File: src/rtl/half_aligner_pkg.sv
`timescale 1ns/1ps
package half_aligner_pkg;

  localparam int ILEN = 32;
  localparam int HLEN = ILEN / 2;

  // source of the instruction shown to decode
  typedef enum logic [1:0] {
    SEL_FULL   = 2'd0,  // whole incoming word
    SEL_LOW_C  = 2'd1,  // compressed lower half of incoming word
    SEL_RES_C  = 2'd2,  // compressed residual half
    SEL_STITCH = 2'd3   // {incoming lower half, residual half}
  } outSel_e;

  // strobes from control to datapath
  typedef struct packed {
    logic    redirect;      // load new PC
    logic    fire;          // instruction handshake this cycle
    logic    step4;         // delivered instruction is 32-bit
    logic    captureUpper;  // store incoming upper half as residual
    outSel_e sel;
  } strobe_t;

  function automatic logic isCompressed(input logic [HLEN-1:0] half);
    return half[1:0] != 2'b11;
  endfunction

endpackage

File: src/rtl/half_aligner_ctrl.sv
`timescale 1ns/1ps
module half_aligner_ctrl
  import half_aligner_pkg::*;
(
  input  logic    clk,
  input  logic    rstN,
  input  logic    fetchValid,
  output logic    fetchReady,
  input  logic    redirValid,
  input  logic    redirBit1,
  output logic    outValid,
  input  logic    outReady,
  input  logic    lowIsComp,
  input  logic    resIsComp,
  output strobe_t st
);

  logic resValidQ;  // residual half register holds a live half
  logic skipLowQ;   // drop lower half of the next word

  always_comb begin
    st         = '0;
    st.sel     = SEL_FULL;
    fetchReady = 1'b0;
    outValid   = 1'b0;
    if (redirValid) begin
      st.redirect = 1'b1;
    end else if (resValidQ) begin
      if (resIsComp) begin
        st.sel   = SEL_RES_C;
        outValid = 1'b1;
        st.fire  = outReady;
      end else begin
        st.sel          = SEL_STITCH;
        outValid        = fetchValid;
        fetchReady      = outReady;
        st.fire         = fetchValid & outReady;
        st.step4        = 1'b1;
        st.captureUpper = fetchValid & outReady;
      end
    end else if (skipLowQ) begin
      fetchReady      = 1'b1;
      st.captureUpper = fetchValid;
    end else begin
      st.sel          = lowIsComp ? SEL_LOW_C : SEL_FULL;
      outValid        = fetchValid;
      fetchReady      = outReady;
      st.fire         = fetchValid & outReady;
      st.step4        = ~lowIsComp;
      st.captureUpper = fetchValid & outReady & lowIsComp;
    end
  end

  always_ff @(posedge clk) begin
    if (!rstN) begin
      resValidQ <= 1'b0;
      skipLowQ  <= 1'b0;
    end else if (st.redirect) begin
      resValidQ <= 1'b0;
      skipLowQ  <= redirBit1;
    end else begin
      if (st.captureUpper) begin
        resValidQ <= 1'b1;
        skipLowQ  <= 1'b0;
      end else if (st.fire) begin
        resValidQ <= 1'b0;
      end
    end
  end

  // redirect cycle shows nothing and takes nothing
  a_r7_quiet_redirect: assert property (@(posedge clk) disable iff (!rstN)
    redirValid |-> (!outValid && !fetchReady));

  // residual gone after a redirect
  a_r7_residual_dropped: assert property (@(posedge clk) disable iff (!rstN)
    redirValid |=> !resValidQ);

  // compressed residual never pulls a word
  a_r5_no_pull: assert property (@(posedge clk) disable iff (!rstN)
    (resValidQ && resIsComp && !redirValid) |-> !fetchReady);

  // stitched instruction valid only with a word behind it
  a_r6_stitch_has_word: assert property (@(posedge clk) disable iff (!rstN)
    (outValid && st.sel == SEL_STITCH) |-> fetchValid);

  // stitching keeps the next upper half as residual
  a_r6_stitch_refills: assert property (@(posedge clk) disable iff (!rstN)
    (st.fire && st.sel == SEL_STITCH && !redirValid) |=> resValidQ);

  // the dropped half never reaches decode
  a_r8_skip_silent: assert property (@(posedge clk) disable iff (!rstN)
    (skipLowQ && !resValidQ && !redirValid) |-> !outValid);

endmodule

File: src/rtl/half_aligner_dpath.sv
`timescale 1ns/1ps
module half_aligner_dpath
  import half_aligner_pkg::*;
#(
  parameter int              ADDR_W    = 32,
  parameter logic [ADDR_W-1:0] BOOT_ADDR = '0
) (
  input  logic              clk,
  input  logic              rstN,
  input  strobe_t           st,
  input  logic [ILEN-1:0]   fetchWord,
  input  logic [ADDR_W-1:0] redirPc,
  output logic              lowIsComp,
  output logic              resIsComp,
  output logic [ILEN-1:0]   outInstr,
  output logic [ADDR_W-1:0] outPc,
  output logic              outCompressed
);

  localparam logic [ADDR_W-1:0] STEP_HALF = ADDR_W'(HLEN / 8);
  localparam logic [ADDR_W-1:0] STEP_FULL = ADDR_W'(ILEN / 8);
  localparam logic [ADDR_W-1:0] EVEN_MASK = ~ADDR_W'(1);

  logic [ADDR_W-1:0] pcQ;
  logic [HLEN-1:0]   resHalfQ;
  logic [HLEN-1:0]   lowHalf;
  logic [HLEN-1:0]   highHalf;

  assign lowHalf   = fetchWord[HLEN-1:0];
  assign highHalf  = fetchWord[ILEN-1:HLEN];
  assign lowIsComp = isCompressed(lowHalf);
  assign resIsComp = isCompressed(resHalfQ);

  always_ff @(posedge clk) begin
    if (!rstN) begin
      pcQ <= BOOT_ADDR & EVEN_MASK;
    end else if (st.redirect) begin
      pcQ <= redirPc & EVEN_MASK;
    end else if (st.fire) begin
      pcQ <= pcQ + (st.step4 ? STEP_FULL : STEP_HALF);
    end
  end

  always_ff @(posedge clk) begin
    if (!rstN) begin
      resHalfQ <= '0;
    end else if (st.captureUpper) begin
      resHalfQ <= highHalf;
    end
  end

  always_comb begin
    unique case (st.sel)
      SEL_LOW_C:  outInstr = {{HLEN{1'b0}}, lowHalf};
      SEL_RES_C:  outInstr = {{HLEN{1'b0}}, resHalfQ};
      SEL_STITCH: outInstr = {lowHalf, resHalfQ};
      default:    outInstr = fetchWord;
    endcase
  end

  assign outCompressed = (st.sel == SEL_LOW_C) || (st.sel == SEL_RES_C);
  assign outPc         = pcQ;

  // PC step follows the delivered length
  a_r10_pc_step: assert property (@(posedge clk) disable iff (!rstN)
    (st.fire && !st.redirect) |=> pcQ == $past(pcQ) + ($past(st.step4) ? STEP_FULL : STEP_HALF));

  // PC frozen without a handshake or redirect
  a_r9_pc_hold: assert property (@(posedge clk) disable iff (!rstN)
    (!st.fire && !st.redirect) |=> $stable(pcQ));

  // redirect loads the even target
  a_r7_pc_load: assert property (@(posedge clk) disable iff (!rstN)
    st.redirect |=> pcQ == ($past(redirPc) & EVEN_MASK));

  // compressed output is zero-extended and not a 32-bit start
  a_r2_comp_shape: assert property (@(posedge clk) disable iff (!rstN)
    outCompressed |-> (outInstr[1:0] != 2'b11 && outInstr[ILEN-1:HLEN] == '0));

endmodule

File: src/rtl/half_aligner.sv
`timescale 1ns/1ps
module half_aligner
  import half_aligner_pkg::*;
#(
  parameter int                ADDR_W    = 32,
  parameter logic [ADDR_W-1:0] BOOT_ADDR = ADDR_W'(32'h80)
) (
  input  logic              clk,
  input  logic              rstN,
  input  logic              fetchValid,
  input  logic [31:0]       fetchWord,
  output logic              fetchReady,
  input  logic              redirValid,
  input  logic [ADDR_W-1:0] redirPc,
  output logic              outValid,
  input  logic              outReady,
  output logic [31:0]       outInstr,
  output logic [ADDR_W-1:0] outPc,
  output logic              outCompressed
);

  strobe_t st;
  logic    lowIsComp;
  logic    resIsComp;

  half_aligner_ctrl i_ctrl (
    .clk        (clk),
    .rstN       (rstN),
    .fetchValid (fetchValid),
    .fetchReady (fetchReady),
    .redirValid (redirValid),
    .redirBit1  (redirPc[1]),
    .outValid   (outValid),
    .outReady   (outReady),
    .lowIsComp  (lowIsComp),
    .resIsComp  (resIsComp),
    .st         (st)
  );

  half_aligner_dpath #(
    .ADDR_W    (ADDR_W),
    .BOOT_ADDR (BOOT_ADDR)
  ) i_dpath (
    .clk           (clk),
    .rstN          (rstN),
    .st            (st),
    .fetchWord     (fetchWord),
    .redirPc       (redirPc),
    .lowIsComp     (lowIsComp),
    .resIsComp     (resIsComp),
    .outInstr      (outInstr),
    .outPc         (outPc),
    .outCompressed (outCompressed)
  );

endmodule

File: config.mk
export PLATFORM = sky130hd
export DESIGN_NAME = half_aligner
export DESIGN_NICKNAME = d
export VERILOG_FILES = /design/src/rtl/half_aligner_pkg.sv /design/src/rtl/half_aligner_ctrl.sv /design/src/rtl/half_aligner_dpath.sv /design/src/rtl/half_aligner.sv
export SDC_FILE = /design/constraint.sdc
export NUM_CORES = 1
export LEC_CHECK = 0
export ABC_AREA = 1
export BUFFER_PORTS_ARGS = -buffer_cell sky130_fd_sc_hd__buf_2
export CAP_MARGIN = 20
export CORE_ASPECT_RATIO = 2
export CORE_MARGIN = 2
export CORE_UTILIZATION = 45
export CTS_BUF_LIST = sky130_fd_sc_hd__clkbuf_8
export DETAILED_ROUTE_END_ITERATION = 8
export PLACE_DENSITY = 0.75
export SYNTH_ARGS = -nofsm -noshare
export SYNTH_HDL_FRONTEND = slang
export SYNTH_HIERARCHICAL = 1
export SYNTH_SLANG_ARGS = --single-unit
File: constraint.sdc
create_clock -name clk -period 5.9 [get_ports clk]
set_input_delay 0.885 -clock clk [delete_from_list [all_inputs] [get_ports clk]]
set_output_delay 0.885 -clock clk [all_outputs]
set_load 0.02 [all_outputs]
## Word level (Yosys, flattened, before mapping)

Cells that the tools add are included.

| operators by class | value |
|---|---|
| reductions and logical operators | 5 |
| bitwise logic cells | 4 |
| add/sub/neg operators | 1 |
| eq/ne operators | 5 |
| muxes and demuxes | 26 |

Operator list:

| operator | number |
|---|---|
| one-hot mux 32 bit (3 select lines) | 1 |
| 2-to-1 mux 32 bit | 2 |
| adder 32 bit | 1 |
| 2-to-1 mux 1 bit | 17 |
| 2-to-1 mux 5 bit | 2 |
| 2-to-1 mux 2 bit | 3 |
| nonzero test 2 bit | 3 |
| == test 2 bit (second input constant) | 2 |
| inequality test 2 bit (second input constant) | 2 |
| 2-to-1 mux 3 bit | 1 |
| AND 1 bit | 2 |
| == test 2 x 1 -> 1 bit (second input constant) | 1 |
| inverter 1 bit | 2 |
| OR reduction 2 bit | 1 |
| logical OR 1 bit | 1 |

| word-level totals | value |
|---|---|
| output and inout bits | 67 |
| input bits | 69 |
| register bits | 50 |
| word-level logic and storage cells | 46 |

## Depth between registers and ports, before layout

| depth | value |
|---|---|
| depth in word-level cells | 9 |
| mapped depth | 16 |

## Hierarchy

Netlist, hierarchy kept.

Modules (own cells, without submodules):

| module | area an instance (um2) | instances | cells each |
|---|---|---|---|
| half_aligner_dpath | 3165.5 | 1 | 524 |
| half_aligner_ctrl | 205.2 | 1 | 36 |

## Worst setup path after synthesis

OpenSTA, ideal clock, no wires.

| path | value |
|---|---|
| path type | input to output |
| from | input port redirValid |
| to | output port outInstr[17] |
| stages on the path | 10 |
| slack | 2461 ps |
| path buffers | 4 |
| data required time | 5015 ps |
| arrival | 2554 ps |
| cells stage by stage | nor2_4 clkbuf_1 inv_1 clkbuf_1 ha_1 buf_2 clkinv_1 clkbuf_1 nand3_1 nand2_1 |

| between the ends | value |
|---|---|
| longest elaborated chain between the ends | 3 |
| elaborated cells between the ends (all ways) | 5 |
| those cells by class | eq/ne: 3; mux: 2 |

Ends and longest elaborated chain:

| item | RTL line | text |
|---|---|---|
| start, declared | half_aligner.sv:13 | `input logic redirValid,` |
| 2-to-1 mux 5 bit * | half_aligner_ctrl.sv:26 | `if (redirValid) begin` |
| == test 2 bit / == test 2 x 1 -> 1 bit (equally long branches) | half_aligner_dpath.sv:53 | `unique case (st.sel)` |
| one-hot mux 32 bit (3 select lines) * | half_aligner_dpath.sv:53 |  |
| end, declared | half_aligner.sv:17 | `output logic [31:0] outInstr,` |

Every way passes the cells marked *; elsewhere a longest branch is shown, timed or not.

==> summary.md <==
| Metric | Value |
|---|---|
| Status | `complete, no violations` |
| Number of DRC violations after detailed-routing iteration 0 | `170` |
| Pin count of the biggest net entering global routing | `35` |
| Critical Path Slowest Stage Cell | `sky130_fd_sc_hd__buf_2` |
| Crit path arrival time | `between 3 and 4 ns` |
| Wire length of the first global-routing pass | `approximately 17000 um` |
| Setup repair bufs after CTS | `0` |
| Sum of negative setup slack | `0 ns` |
| #FFs+latches synth | `between 40 and 50` |
| Final critical path time including I/O delays and setup | `~4 ns` |
| Share of total power in sequential cells | `0.492` |
| Actual transition at the worst max-transition pin | `~0.73 ns` |
| Nets in the synthesized netlist | `636` |
| Number of sinks driven by the clock tree | `49` |
| Diodes inserted | `0` |
| Most used flip-flop cell after synthesis | `sky130_fd_sc_hd__dfxtp_1` |
| Number of antenna violations at the first check in global routing | `0` |
| Worst setup slack before clock tree synthesis | `1.845 ns` |
| Standard cell core area | `between 0.007 and 0.008 mm^2` |
| Number of levels in the clock H-tree | `2` |
| Proportion of register bits with asynchronous set or reset after synthesis | `0` |
| Final core utilization | `0.5737` |
| Setup ws final | `1.836 ns` |
| Mux contribution to synthesized area | `0` |
| Final Hold Violating Endpoints | `0` |
| Simple-gate portion of the synthesized area | `0.4272` |
| Total internal power | `roughly 0.5 mW` |
| CP cell instances | `buf_2 > inv_2 > o21ai_0 > nor2_1 > inv_1 > ha_1 > buf_4 > clkinv_1 > o211ai_1 > nand2_1 > buf_2` |
| Logic pwr share | `0.254` |
| HPWL after DPL | `between 8000 and 9000 um` |
| Sequential share of the synthesized area | `0.2910` |
| Path category of the worst min-delay check | `register to register` |
| Fill cells | `roughly 770` |
| Post-synth design cell area | `approximately 0.0034 mm^2` |
| Number of instances in the synthesized netlist | `between 500 and 600` |
| Switching part of the total power | `0.3408` |
| Number of iterations in the first detailed-routing pass | `5` |
| Type of element capturing the critical path | `output pin` |
| Total wire length after detailed routing | `between 10000 and 15000 um` |
| Post-route insts no fill | `774` |
| Max stage delay on crit path | `0.53 ns` |
| Worst ir drop on vdd | `about 0.15 mV` |
| DRT antenna net count | `0` |
| Setup slack of the worst register-to-register path | `between 3 and 4 ns` |
| Total routing usage reported by global routing | `0.2614` |
| Placed Instances | `767` |
| Ratio of routed vias to standard cells | `5.145` |
| Die extent in y | `around 130 um` |
| Reported max-cap violation count | `0` |
| Maximum fanout along the worst path | `34` |
| Total power per unit cell area | `182.1 mW/mm^2` |
| Combinational family with the most area after synthesis | `simple AND/OR/NAND/NOR gates` |
| Smallest hold slack | `0.5039 ns` |
| Clock slew seen by the registers of the worst setup and hold paths | `approximately 0.090 ns` |
| Post-CTS Resized | `0` |
| Placer congestion estimate | `between 1 and 1.5` |
| Vias in the first global route | `3841` |
| Parity-gate share of the synthesized area counting xor and xnor cells | `0.02079` |
| CP startpoint kind | `input pin` |
| Number of enable flip-flop cells after synthesis | `0` |
| Starting utilization of the core area | `0.4638` |
| Compound-cell area share of the yosys netlist | `0.1548` |
| Proportion of layout cells with a drive suffix above 1 | `0.2434` |
| Num CTS Buffers | `5` |
| Remaining global-route overflow | `0` |
| Clock Skew | `about 0.0088 ns` |
| Die width | `about 65 um` |
| Clock latency at the later pin of the worst-skew pair | `0.31 ns` |
| Area taken by flip-flops and latches | `~1000 um^2` |
| Unrepaired setup endpoints after global routing | `false` |
| Leakage Power | `2.109 nW` |
| Net count of the finished layout | `approximately 760` |
| Average cell area after synthesis | `approximately 6 um^2` |
| Maximum clock insertion buffer count | `2` |
| Port bufs | `roughly 130` |
| Net switching power figure | `around 0.26 mW` |
| Vias after detailed routing | `approximately 4000` |
| Share of power burned in the clock network | `0.254` |
| Number of warnings printed during yosys synthesis | `6` |
| Setup Viol. Count Final | `0` |
| Clock root cell | `sky130_fd_sc_hd__clkbuf_8` |
| Highest Clock Rate | `246.1 MHz` |
| Multi-input logic area | `about 0.0021 mm^2` |
| Total Die Area | `between 0.008 and 0.009 mm^2` |
| Period Utilization, post-route | `0.6888` |
| Standard-cell rows | `44` |
| Fin. max-slew vios | `0` |
| DRC violations left | `0` |
| Class of the most critical setup path | `input pin to output pin` |
| Arithmetic-cell share of the synthesized area counting full adders, half adders and majority gates | `0.02821` |
| Wire per inst | `about 14 um` |
| Hold-fix buffers at CTS | `0` |
| Cell type with the highest occurrence count on the critical path | `sky130_fd_sc_hd__buf_2` |
| Library cells used by synthesis | `33` |
| Number of top-level design ports | `136` |
| Clock tree from TritonCTS | `built` |
| Worst slew margin relative to its limit | `0.5072` |
| CP required | `5.02 ns` |
| Synthesis-to-finish area growth | `23.68%` |
-- metal layers --
layer	wire, um	track usage	part of all wire	vias to the layer above
li1	-	-	-	2045
met1	3677	0.2493	0.35	1734
met2	5787	0.5114	0.55	177
met3	685	0.04255	0.065	26
met4	462	0.1287	0.044	0
met5	0	0	0	-
-- cell usage after synthesis, types with 2 or more instances --
cell type | count | share of area
sky130_fd_sc_hd__nor2_1 | 74 | 0.082
sky130_fd_sc_hd__clkinv_1 | 2 | 0.0022
sky130_fd_sc_hd__nand2_1 | 205 | 0.23
sky130_fd_sc_hd__clkbuf_1 | 15 | 0.017
sky130_fd_sc_hd__a22oi_1 | 22 | 0.049
sky130_fd_sc_hd__ha_1 | 6 | 0.022
sky130_fd_sc_hd__inv_1 | 34 | 0.038
sky130_fd_sc_hd__nand2_2 | 2 | 0.0037
sky130_fd_sc_hd__xor2_1 | 8 | 0.021
sky130_fd_sc_hd__buf_2 | 4 | 0.0059
sky130_fd_sc_hd__dfxtp_1 | 49 | 0.29
sky130_fd_sc_hd__o21ai_0 | 27 | 0.040
sky130_fd_sc_hd__nand3_2 | 2 | 0.0059
sky130_fd_sc_hd__inv_2 | 4 | 0.0045
sky130_fd_sc_hd__nand3b_1 | 7 | 0.016
sky130_fd_sc_hd__buf_4 | 2 | 0.0045
sky130_fd_sc_hd__a31oi_1 | 2 | 0.0037
sky130_fd_sc_hd__nor2_2 | 5 | 0.0093
sky130_fd_sc_hd__nor2_4 | 6 | 0.020
sky130_fd_sc_hd__a21oi_1 | 35 | 0.052
sky130_fd_sc_hd__nor3_1 | 2 | 0.0030
sky130_fd_sc_hd__nand3_1 | 35 | 0.052
sky130_fd_sc_hd__o211ai_1 | 2 | 0.0045
-- path summary, 6_finish.rpt --
| check | depth (start not counted) | endpoint | startpoint |
|---|---|---|---|
| setup / recovery | 11 | outInstr[10] | redirValid |
| hold / removal | 2 | i_dpath/resHalfQ[11] | i_dpath/resHalfQ[11] |
| setup reg to reg | 14 | i_dpath/outPc[15] | i_dpath/resHalfQ[1] |
| hold reg to reg | 2 | i_dpath/resHalfQ[11] | i_dpath/resHalfQ[11] |
-- layout make-up --
type | instances | area share
Clock inverter | 1 | 0.001200
Multi-Input combinational cell | 448 | 0.5111
Clock buffer | 5 | 0.01651
Inverter | 40 | 0.03601
Tap cell | 92 | 0.02761
Timing Repair Buffer | 139 | 0.1723
Sequential cell | 49 | 0.2353
-- state kept, by name, summed over array words and instances (netlist names) --
name              cells
i_ctrl/resValidQ      1
i_ctrl/skipLowQ       1
i_dpath/outPc        31
i_dpath/resHalfQ     16
-- power groups by stage --
stage          logic [mW]  clock network (mW)  registers, mW
4_1_cts             0.193               0.199          0.374
6_report            0.193               0.193          0.374
3_3_place_gp        0.189                   0          0.380
5_1_grt             0.213               0.210          0.377
2_1_floorplan       0.105                   0          0.391
3_5_place_dp        0.192                   0          0.381
-- worst max-delay path, delay by kind of cell --
| family | cells | cell delay [ns] |
|---|---|---|
| adders and majority gates | 1 | 0.14 |
| and+or+nand+nor | 2 | 0.19 |
| buffers and inverters | 6 | 1.56 |
| AOI/OAI and AO/OA | 2 | 0.38 |
-- placed cells by master, fill, tap and decap left out, types with 6 or more instances in the layout --
cell	count
sky130_fd_sc_hd__o21ai_0	27
sky130_fd_sc_hd__nor2_4	6
sky130_fd_sc_hd__a22oi_1	22
sky130_fd_sc_hd__xor2_1	8
sky130_fd_sc_hd__a21oi_1	35
sky130_fd_sc_hd__nor2_1	74
sky130_fd_sc_hd__dfxtp_1	49
sky130_fd_sc_hd__nand3_1	35
sky130_fd_sc_hd__buf_2	133
sky130_fd_sc_hd__nand2_1	205
sky130_fd_sc_hd__nand3b_1	7
sky130_fd_sc_hd__ha_1	6
sky130_fd_sc_hd__inv_1	34
-- through the flow --
| step | total power [mW] | cell area [um^2] |
|---|---|---|
| after floorplan | 0.4959 | 3371 |
| after global placement | 0.5693 | 4080 |
| after detailed placement | 0.5727 | 4080 |
| after CTS | 0.7648 | 4154 |
| after global routing | 0.8005 | 4169 |
| final | 0.7594 | 4169 |
-- cells by family (layout without fill, tap and decap cells) --
family,Yosys count,count (layout)
fa+ha+maj,7,7
simple gates,341,341
xor+xnor,8,8
buf+inv,63,185
flops,49,49
other cells,1,1
compound gates,91,91
No activity file was read; power rests on OpenSTA's default activity.
